[src/rtl/pic_regif_pkg.sv]
package pic_regif_pkg;
  localparam int BYTE_W = 8;
  localparam int LINE_W = 3;

  typedef enum logic [1:0] {
    INIT_RUN  = 2'd0,
    INIT_BASE = 2'd1,
    INIT_CASC = 2'd2,
    INIT_MODE = 2'd3
  } init_st_e;

  localparam logic [2:0] OP_ROT_CLR    = 3'b000;
  localparam logic [2:0] OP_NS_EOI     = 3'b001;
  localparam logic [2:0] OP_NOP        = 3'b010;
  localparam logic [2:0] OP_SP_EOI     = 3'b011;
  localparam logic [2:0] OP_ROT_SET    = 3'b100;
  localparam logic [2:0] OP_ROT_NS_EOI = 3'b101;
  localparam logic [2:0] OP_SET_PRIO   = 3'b110;
  localparam logic [2:0] OP_ROT_SP_EOI = 3'b111;
endpackage

[src/rtl/pic_icw_seq.sv]
module pic_icw_seq
  import pic_regif_pkg::*;
(
  input  logic              clk,
  input  logic              rst_n,
  input  logic              wr_even,
  input  logic              wr_odd,
  input  logic [BYTE_W-1:0] wdata,
  output logic              icw1_hit,
  output logic              init_clr,
  output logic [BYTE_W-1:0] imr,
  output logic [BYTE_W-1:0] vec_base,
  output logic [BYTE_W-1:0] casc_cfg,
  output logic              sfnm,
  output logic              auto_eoi,
  output logic              init_busy
);
  init_st_e          st_q, st_d;
  logic              need4_q, need4_d, casc_q, casc_d;
  logic [BYTE_W-1:0] imr_d, base_d, ccfg_d;
  logic              sfnm_d, aeoi_d, en;

  assign icw1_hit = wr_even & wdata[4];
  assign en       = icw1_hit | wr_odd;

  always_comb begin
    st_d = st_q; need4_d = need4_q; casc_d = casc_q;
    imr_d = imr; base_d = vec_base; ccfg_d = casc_cfg;
    sfnm_d = sfnm; aeoi_d = auto_eoi;
    if (icw1_hit) begin
      st_d    = INIT_BASE;
      need4_d = wdata[0];
      casc_d  = ~wdata[1];
      imr_d   = '0;
      sfnm_d  = 1'b0;
      aeoi_d  = 1'b0;
    end else if (wr_odd) begin
      unique case (st_q)
        INIT_RUN:  imr_d = wdata;
        INIT_BASE: begin
          base_d = {wdata[BYTE_W-1:3], 3'b000};
          st_d   = casc_q ? INIT_CASC : (need4_q ? INIT_MODE : INIT_RUN);
        end
        INIT_CASC: begin
          ccfg_d = wdata;
          st_d   = need4_q ? INIT_MODE : INIT_RUN;
        end
        INIT_MODE: begin
          sfnm_d = wdata[4];
          aeoi_d = wdata[1];
          st_d   = INIT_RUN;
        end
        default: st_d = INIT_RUN;
      endcase
    end
  end

  always_ff @(posedge clk or negedge rst_n) begin
    if (!rst_n) begin
      st_q <= INIT_RUN; need4_q <= 1'b0; casc_q <= 1'b0;
      imr <= '0; vec_base <= '0; casc_cfg <= '0;
      sfnm <= 1'b0; auto_eoi <= 1'b0;
    end else if (en) begin
      st_q <= st_d; need4_q <= need4_d; casc_q <= casc_d;
      imr <= imr_d; vec_base <= base_d; casc_cfg <= ccfg_d;
      sfnm <= sfnm_d; auto_eoi <= aeoi_d;
    end
  end

  always_ff @(posedge clk or negedge rst_n) begin
    if (!rst_n) init_clr <= 1'b0;
    else        init_clr <= icw1_hit;
  end

  assign init_busy = (st_q != INIT_RUN);
endmodule

[src/rtl/pic_ocw_dec.sv]
module pic_ocw_dec
  import pic_regif_pkg::*;
(
  input  logic              clk,
  input  logic              rst_n,
  input  logic              wr_even,
  input  logic [BYTE_W-1:0] wdata,
  input  logic              icw1_hit,
  input  logic              poll_take,
  input  logic              core_req_valid,
  input  logic [LINE_W-1:0] core_req_line,
  output logic              read_isr,
  output logic              special_mask,
  output logic              poll_arm,
  output logic              rot_aeoi,
  output logic              eoi_ns,
  output logic              eoi_sp,
  output logic              eoi_rot,
  output logic              prio_set,
  output logic [LINE_W-1:0] cmd_line,
  output logic              poll_ack,
  output logic [LINE_W-1:0] poll_line
);
  logic              ocw2, ocw3;
  logic              rsel_d, smm_d, poll_d, rot_d;
  logic              ns_d, sp_d, er_d, pr_d, ack_d;
  logic [LINE_W-1:0] line_d, pline_d;

  assign ocw3 = wr_even & ~wdata[4] &  wdata[3];
  assign ocw2 = wr_even & ~wdata[4] & ~wdata[3];

  always_comb begin
    rsel_d = read_isr; smm_d = special_mask; poll_d = poll_arm; rot_d = rot_aeoi;
    ns_d = 1'b0; sp_d = 1'b0; er_d = 1'b0; pr_d = 1'b0;
    line_d = cmd_line; ack_d = 1'b0; pline_d = poll_line;
    if (poll_take) begin
      poll_d  = 1'b0;
      ack_d   = core_req_valid;
      pline_d = core_req_line;
    end
    if (icw1_hit) begin
      rsel_d = 1'b0; smm_d = 1'b0; poll_d = 1'b0; rot_d = 1'b0;
    end else if (ocw3) begin
      if (wdata[1]) rsel_d = wdata[0];
      if (wdata[6]) smm_d  = wdata[5];
      poll_d = wdata[2];
    end else if (ocw2) begin
      unique case (wdata[7:5])
        OP_ROT_CLR:    rot_d = 1'b0;
        OP_ROT_SET:    rot_d = 1'b1;
        OP_NS_EOI:     ns_d  = 1'b1;
        OP_ROT_NS_EOI: begin ns_d = 1'b1; er_d = 1'b1; end
        OP_SP_EOI:     begin sp_d = 1'b1; line_d = wdata[2:0]; end
        OP_ROT_SP_EOI: begin sp_d = 1'b1; er_d = 1'b1; line_d = wdata[2:0]; end
        OP_SET_PRIO:   begin pr_d = 1'b1; line_d = wdata[2:0]; end
        OP_NOP:        ;
        default:       ;
      endcase
    end
  end

  always_ff @(posedge clk or negedge rst_n) begin
    if (!rst_n) begin
      read_isr <= 1'b0; special_mask <= 1'b0; poll_arm <= 1'b0; rot_aeoi <= 1'b0;
      eoi_ns <= 1'b0; eoi_sp <= 1'b0; eoi_rot <= 1'b0; prio_set <= 1'b0;
      cmd_line <= '0; poll_ack <= 1'b0; poll_line <= '0;
    end else begin
      read_isr <= rsel_d; special_mask <= smm_d; poll_arm <= poll_d; rot_aeoi <= rot_d;
      eoi_ns <= ns_d; eoi_sp <= sp_d; eoi_rot <= er_d; prio_set <= pr_d;
      cmd_line <= line_d; poll_ack <= ack_d; poll_line <= pline_d;
    end
  end
endmodule

[src/rtl/pic_trig_reg.sv]
module pic_trig_reg
  import pic_regif_pkg::*;
#(
  parameter logic [BYTE_W-1:0] WMASK = 8'hF8
) (
  input  logic              clk,
  input  logic              rst_n,
  input  logic              wr,
  input  logic [BYTE_W-1:0] wdata,
  output logic [BYTE_W-1:0] q
);
  for (genvar i = 0; i < BYTE_W; i++) begin : g_bit
    if (WMASK[i]) begin : g_rw
      always_ff @(posedge clk or negedge rst_n) begin
        if (!rst_n)  q[i] <= 1'b0;
        else if (wr) q[i] <= wdata[i];
      end
    end else begin : g_ro
      assign q[i] = 1'b0;
    end
  end
endmodule

[src/rtl/pic_regif.sv]
module pic_regif
  import pic_regif_pkg::*;
#(
  parameter logic [BYTE_W-1:0] TRIG_WMASK = 8'hF8
) (
  input  logic              clk,
  input  logic              rst_n,
  input  logic              wr_en,
  input  logic              rd_en,
  input  logic              addr,
  input  logic [BYTE_W-1:0] wdata,
  output logic [BYTE_W-1:0] rdata,
  input  logic [BYTE_W-1:0] core_irr,
  input  logic [BYTE_W-1:0] core_isr,
  input  logic              core_req_valid,
  input  logic [LINE_W-1:0] core_req_line,
  input  logic              trig_wr,
  input  logic [BYTE_W-1:0] trig_wdata,
  output logic [BYTE_W-1:0] trig_mode,
  output logic [BYTE_W-1:0] imr,
  output logic [BYTE_W-1:0] vec_base,
  output logic [BYTE_W-1:0] casc_cfg,
  output logic              init_busy,
  output logic              init_clr,
  output logic              sfnm,
  output logic              auto_eoi,
  output logic              rot_aeoi,
  output logic              read_isr,
  output logic              special_mask,
  output logic              eoi_ns,
  output logic              eoi_sp,
  output logic              eoi_rot,
  output logic              prio_set,
  output logic [LINE_W-1:0] cmd_line,
  output logic              poll_ack,
  output logic [LINE_W-1:0] poll_line
);
  logic [1:0] rst_pipe;
  logic       rst_sn, wr_even, wr_odd, icw1_hit, poll_arm, poll_take;

  always_ff @(posedge clk or negedge rst_n) begin
    if (!rst_n) rst_pipe <= 2'b00;
    else        rst_pipe <= {rst_pipe[0], 1'b1};
  end
  assign rst_sn = rst_pipe[1];

  assign wr_even   = wr_en & ~addr;
  assign wr_odd    = wr_en &  addr;
  assign poll_take = rd_en & ~addr & poll_arm;

  pic_icw_seq u_icw (
    .clk(clk), .rst_n(rst_sn), .wr_even(wr_even), .wr_odd(wr_odd), .wdata(wdata),
    .icw1_hit(icw1_hit), .init_clr(init_clr), .imr(imr), .vec_base(vec_base),
    .casc_cfg(casc_cfg), .sfnm(sfnm), .auto_eoi(auto_eoi), .init_busy(init_busy)
  );

  pic_ocw_dec u_ocw (
    .clk(clk), .rst_n(rst_sn), .wr_even(wr_even), .wdata(wdata), .icw1_hit(icw1_hit),
    .poll_take(poll_take), .core_req_valid(core_req_valid), .core_req_line(core_req_line),
    .read_isr(read_isr), .special_mask(special_mask), .poll_arm(poll_arm),
    .rot_aeoi(rot_aeoi), .eoi_ns(eoi_ns), .eoi_sp(eoi_sp), .eoi_rot(eoi_rot),
    .prio_set(prio_set), .cmd_line(cmd_line), .poll_ack(poll_ack), .poll_line(poll_line)
  );

  pic_trig_reg #(.WMASK(TRIG_WMASK)) u_trig (
    .clk(clk), .rst_n(rst_sn), .wr(trig_wr), .wdata(trig_wdata), .q(trig_mode)
  );

  always_comb begin
    if (addr)          rdata = imr;
    else if (poll_arm) rdata = core_req_valid ? {5'b10000, core_req_line} : 8'h07;
    else if (read_isr) rdata = core_isr;
    else               rdata = core_irr;
  end
endmodule

[config.mk]
export PLATFORM = sky130hd
export DESIGN_NAME = pic_regif
export DESIGN_NICKNAME = d
export VERILOG_FILES = /design/src/rtl/pic_regif_pkg.sv /design/src/rtl/pic_icw_seq.sv /design/src/rtl/pic_ocw_dec.sv /design/src/rtl/pic_trig_reg.sv /design/src/rtl/pic_regif.sv
export SDC_FILE = /design/constraint.sdc
export NUM_CORES = 1
export LEC_CHECK = 0
export BUFFER_PORTS_ARGS = -buffer_cell sky130_fd_sc_hd__buf_2
export CAP_MARGIN = 20
export CORE_MARGIN = 8
export CORE_UTILIZATION = 35
export DETAILED_ROUTE_END_ITERATION = 10
export PLACE_DENSITY = 0.67
export SYNTH_ARGS = -nofsm -noshare
export SYNTH_HDL_FRONTEND = slang
export SYNTH_SLANG_ARGS = --single-unit
export TNS_END_PERCENT = 30
[constraint.sdc]
create_clock -name clk -period 2.32 [get_ports clk]
set_input_delay 0.116 -clock clk [delete_from_list [all_inputs] [get_ports clk]]
set_output_delay 0.116 -clock clk [all_outputs]
set_load 0.02 [all_outputs]
# Yosys cells after proc, flatten, opt, wreduce, memory -nomap -nowiden
# Cells that the tools add are included.
# op_classes
eq_ne	10
mux	48
n_bitwise	15
n_reduce_logical	27
# op_table
operator	count
2-to-1 mux 8 bit	7
2-to-1 mux 1 bit	35
nonzero test 2 bit	8
== test 3 bit (second input constant)	4
AND reduction 3 bit	4
AND reduction 4 bit	3
AND 1 bit	8
2-to-1 mux 2 bit	4
inverter 1 bit	6
case mux 2 bit (3 select lines)	1
AND reduction 2 bit	3
nonzero test 3 bit	2
OR reduction 2 bit	3
== test 2 bit (second input constant)	2
nonzero test 4 bit	1
== test 3 x 1 -> 1 bit (second input constant)	1
== test 3 x 2 -> 1 bit (second input constant)	1
logical NOT 3 bit	1
OR reduction 3 bit	1
== test 2 x 1 -> 1 bit (second input constant)	1
logical NOT 2 bit	1
inequality test 2 bit (second input constant)	1
case mux 1 bit (2 select lines)	1
OR 1 bit	1
# word_totals
register_bits	50
out_inout_bits	58

# Logic depth before layout (Yosys ltp)
# depth
ltp_word	7
mapped_depth	6
depth_no_buf	5

# Hierarchy
# A second synthesis with hierarchy kept.
# unflattened
hier_cells	201
hier_area_um2	2399.8
# by_module_without_submodules
mod	instances	cells_per_inst	area_each_um2
pic_icw_seq	1	105	1193.6
pic_ocw_dec	1	44	643.1
pic_regif	1	38	355.3
pic_trig_reg	1	14	207.7

# Least setup slack after synthesis
# Ideal clock, no wire load.
# synth_path
path_kind	flip-flop to output port
startpoint	register u_ocw.read_isr
endpoint	output rdata[0]
arrival_time_ns	1.414
required_ns	2.204
path_slack_ns	0.790
path_stages_with_launch	5
n_path_buf	1
cell_sequence	dfrtp_1 buf_2 mux2_2 o22ai_1 o21ai_0
# synth_between
elab_chain_len	3
# synth_rtl
element	line_no	rtl
start, declared	pic_ocw_dec.sv:12	output logic read_isr,
start signal, assigned	pic_ocw_dec.sv:68	read_isr <= rsel_d; special_mask <= smm_d; poll_arm <= poll_d; rot_aeoi <= rot_d;
2-to-1 mux 8 bit	pic_regif.sv:72	else if (read_isr) rdata = core_isr;
2-to-1 mux 8 bit	pic_regif.sv:71	else if (poll_arm) rdata = core_req_valid ? {5'b10000, core_req_line} : 8'h07;
2-to-1 mux 8 bit	pic_regif.sv:70	if (addr) rdata = imr;
end, declared	pic_regif.sv:12	output logic [BYTE_W-1:0] rdata,
# No other way between the ends.

# Worst setup path in the final report
# layout_path
startpoint	register u_ocw.read_isr
endpoint	output rdata[2]
# Same word-level chain as after synthesis.

==> reports/metrics.yaml <==
place_congestion: 0.7902
rows: 29
min-delay-path-class: "in -> reg"
tns_ps: 0
endpoint_kind: "output pin"
cts-root-buf: "clkbuf_8"
whs_path_depth: 3
fin_crit_sh_pct: 81.10
vdd_ir_drop_max_uv: 352.8
yosysSeqAreaShare_pct: 54.38
fin_skew_ps: 5.865
r2r_slack_ps: 700
cts_buffer_depth: 2
antenna_found_initial: 0
worstReg2RegStart: "u_icw.st_q[0]$_DFFE_PN0P_"
finalNetCount: 336
port_buffers: 90
ios: 100
hold_end: "u_ocw.poll_ack$_DFF_PN0_"
post-route-drc-count: 0
grtUsageTotal_pct: 12.34
critPathLaunchType: "flop"
rsz0062_at_grt: "false"
post_drt_wl_per_cell_um: 15.73
finalMaxSlewViolations: 0
synthToLayoutAreaGrowth_pct: 25.88
maxCapViolCount: 0
multi_input_area_um2: 928.4
grt_overflow: 0
crit_type: "reg -> out"
synth_cell_types: 35
syn_area_per_cell_um2: 11.45
grt_first_pass_wirelength_um: 9577
wl_um: 5787
die-area_mm2: 0.009425
clk_pin_slew_ps: 90
ys_ff_latch: 50
rr_endpoint: "u_icw.casc_cfg[2]$_DFFE_PN0P_"
p_leak_nw: 1.481
grt_start_max_net_pins: 49
powerDensity_mw_per_mm2: 1072
ys_warn_count: 0
run_status: "complete, no violations"
start_util_pct: 36.24
clk_latency_ps: 300
die_x_um: 97.08
vias: 1794
r2r_cells: 4
required_ps: 2200
syn_inst: 201
holdCritStartpoint: "core_req_valid"
h-tree-depth: 2
antenna_cells: 0
min_period_ps: 1882
tightest_slew_ps: 589.4
clock_sinks: 50
cts_tree: "built"
cts_made_buffers: 5
fmax_mhz: 531.5
postCtsResizedCells: 0
die_height_um: 97.08
whs_ps: 34.57
fillCellCount: 611
detail_route.iter0.violations: 62
syn_area_mm2: 0.002301
viasPerCell: 4.875
setup_viol: 0
core_mm2: 0.006350
total_power_w: 0.003105
dr.pass1.iters: 4
drive_gt1_share_pct: 44.67
grt_pass1_vias: 1838
antenna_left: 0
cp_max_fo: 10
maxSlewHeadroom_pct: 60.71
seq_area_mm2: 0.001252
cp_data_arrival_time_ps: 1770
dp_hpwl_um: 4566
hold_viol_final: 0
==> sequential cells by signal, summed over array words and instances, names as in the netlist, 2 cells and up <==
signal,cells
u_icw.imr,8
u_ocw.poll_line,3
u_trig.q,5
u_icw.casc_cfg,8
u_icw.st_q,2
u_icw.vec_base,5
rst_pipe,2
u_ocw.cmd_line,3
==> power breakdown <==
part | switching [W] | internal [W] | total [W]
Clock | 0.000285 | 0.000322 | 0.000606
Sequential | 0.000164 | 0.00113 | 0.00129
Combinational | 0.000736 | 0.000470 | 0.00121
==> critical path, cell delays in order (launching register included) <==
cell,delay (ps)
dfrtp_1,660
mux2_2,400
o21ai_0,130
o21ai_0,90
buf_2,180
==> layout make-up <==
cell class	instances	share of cell area, %
flip-flops and latches	50	43.24
repair buffers	92	16.16
clock inverters	2	1.296
clock buffers	6	2.505
multi-input cells	130	32.05
well taps	77	3.326
inverters	11	1.425
==> layer usage <==
metal	wire length, um	track usage, %	vias up	share of wire [%]
met5	0	0	-	0
met4	77	3.669	0	1.3
met1	2459	14.52	854	42
met3	562	5.405	7	9.7
met2	2687	19.79	72	46
li1	-	-	861	-
==> worst max-delay path by stage <==
stage                               start  cells past startpoint                            end  slack (ps)
2_1_floorplan  u_ocw.read_isr$_DFFE_PN0P_                      4                       rdata[0]         790
3_3_place_gp    u_icw.st_q[0]$_DFFE_PN0P_                      4  u_icw.casc_cfg[3]$_DFFE_PN0P_         720
3_5_place_dp    u_icw.st_q[0]$_DFFE_PN0P_                      4  u_icw.casc_cfg[4]$_DFFE_PN0P_         680
4_1_cts        u_ocw.read_isr$_DFFE_PN0P_                      4                       rdata[2]         430
5_1_grt        u_ocw.read_isr$_DFFE_PN0P_                      4                       rdata[2]         300
6_report       u_ocw.read_isr$_DFFE_PN0P_                      4                       rdata[2]         440
==> per-stage QoR <==
step                      cells  utilization [%]  setup WS (ps)  instance area (um^2)
after floorplan             206                -          789.9                  2320
after global placement      359            43.72          719.7                  2776
after detailed placement    359            43.72          679.3                  2776
after CTS                   368            45.62          427.9                  2897
after global routing        368            45.62          300.7                  2897
final                       368            45.62          438.4                  2897
==> layout by cell type, fill, tap and decap left out, drive strengths merged, types with 3 or more instances in the layout <==
cell type,count
nand3b,3
nor2,7
buf,91
nand3,9
conb,7
inv,11
a21oi,4
nand2,19
clkbuf,6
dfrtp,50
o21ai,20
a22o,9
ha,4
mux2,23
mux2i,8
==> cells in the mapped netlist (all sizes together) <==
| master | n | area (um^2) |
|---|---|---|
| o21ai | 20 | 100.1 |
| o2111ai | 1 | 15.01 |
| dfrtp | 50 | 1251 |
| a31oi | 1 | 6.260 |
| a21oi | 4 | 20.02 |
| inv | 11 | 41.29 |
| ha | 4 | 50.05 |
| and3 | 1 | 6.260 |
| a22o | 9 | 78.83 |
| o22ai | 2 | 12.51 |
| conb | 2 | 7.510 |
| nor2b | 1 | 6.260 |
| mux2 | 23 | 259.0 |
| o2bb2ai | 1 | 8.760 |
| nor2 | 7 | 33.78 |
| nand3 | 9 | 50.05 |
| o21bai | 1 | 7.510 |
| or2 | 1 | 6.260 |
| nand4bb | 1 | 11.26 |
| nand3b | 3 | 22.52 |
| and2b | 1 | 8.760 |
| buf | 13 | 91.34 |
| nand2 | 19 | 71.32 |
| clkbuf | 2 | 7.510 |
| a21bo | 1 | 10.01 |
| nand2b | 1 | 6.260 |
| nor3 | 2 | 10.01 |
| o221ai | 1 | 8.760 |
| mux2i | 8 | 80.08 |
| and4bb | 1 | 12.51 |
==> logic make-up (layout without fill, tap and decap cells) <==
family,after synthesis,after routing,share of synthesized area [%]
adders and majority gates,4,4,2.175
and+or+nand+nor,47,47,10.66
AOI/OAI and AO/OA,41,41,11.64
DFF,50,50,54.38
buffers and inverters,26,111,6.091
other,2,7,0.3264
muxes,31,31,14.74
==> timing repair <==
action / in CTS / in global routing
endpoints found under the hold margin: 2 / 0
endpoints found under the setup margin: 0 / 0
buffers inserted: 0 / 0
hold buffers: 1 / 0
(Power assumes the default switching activity.)
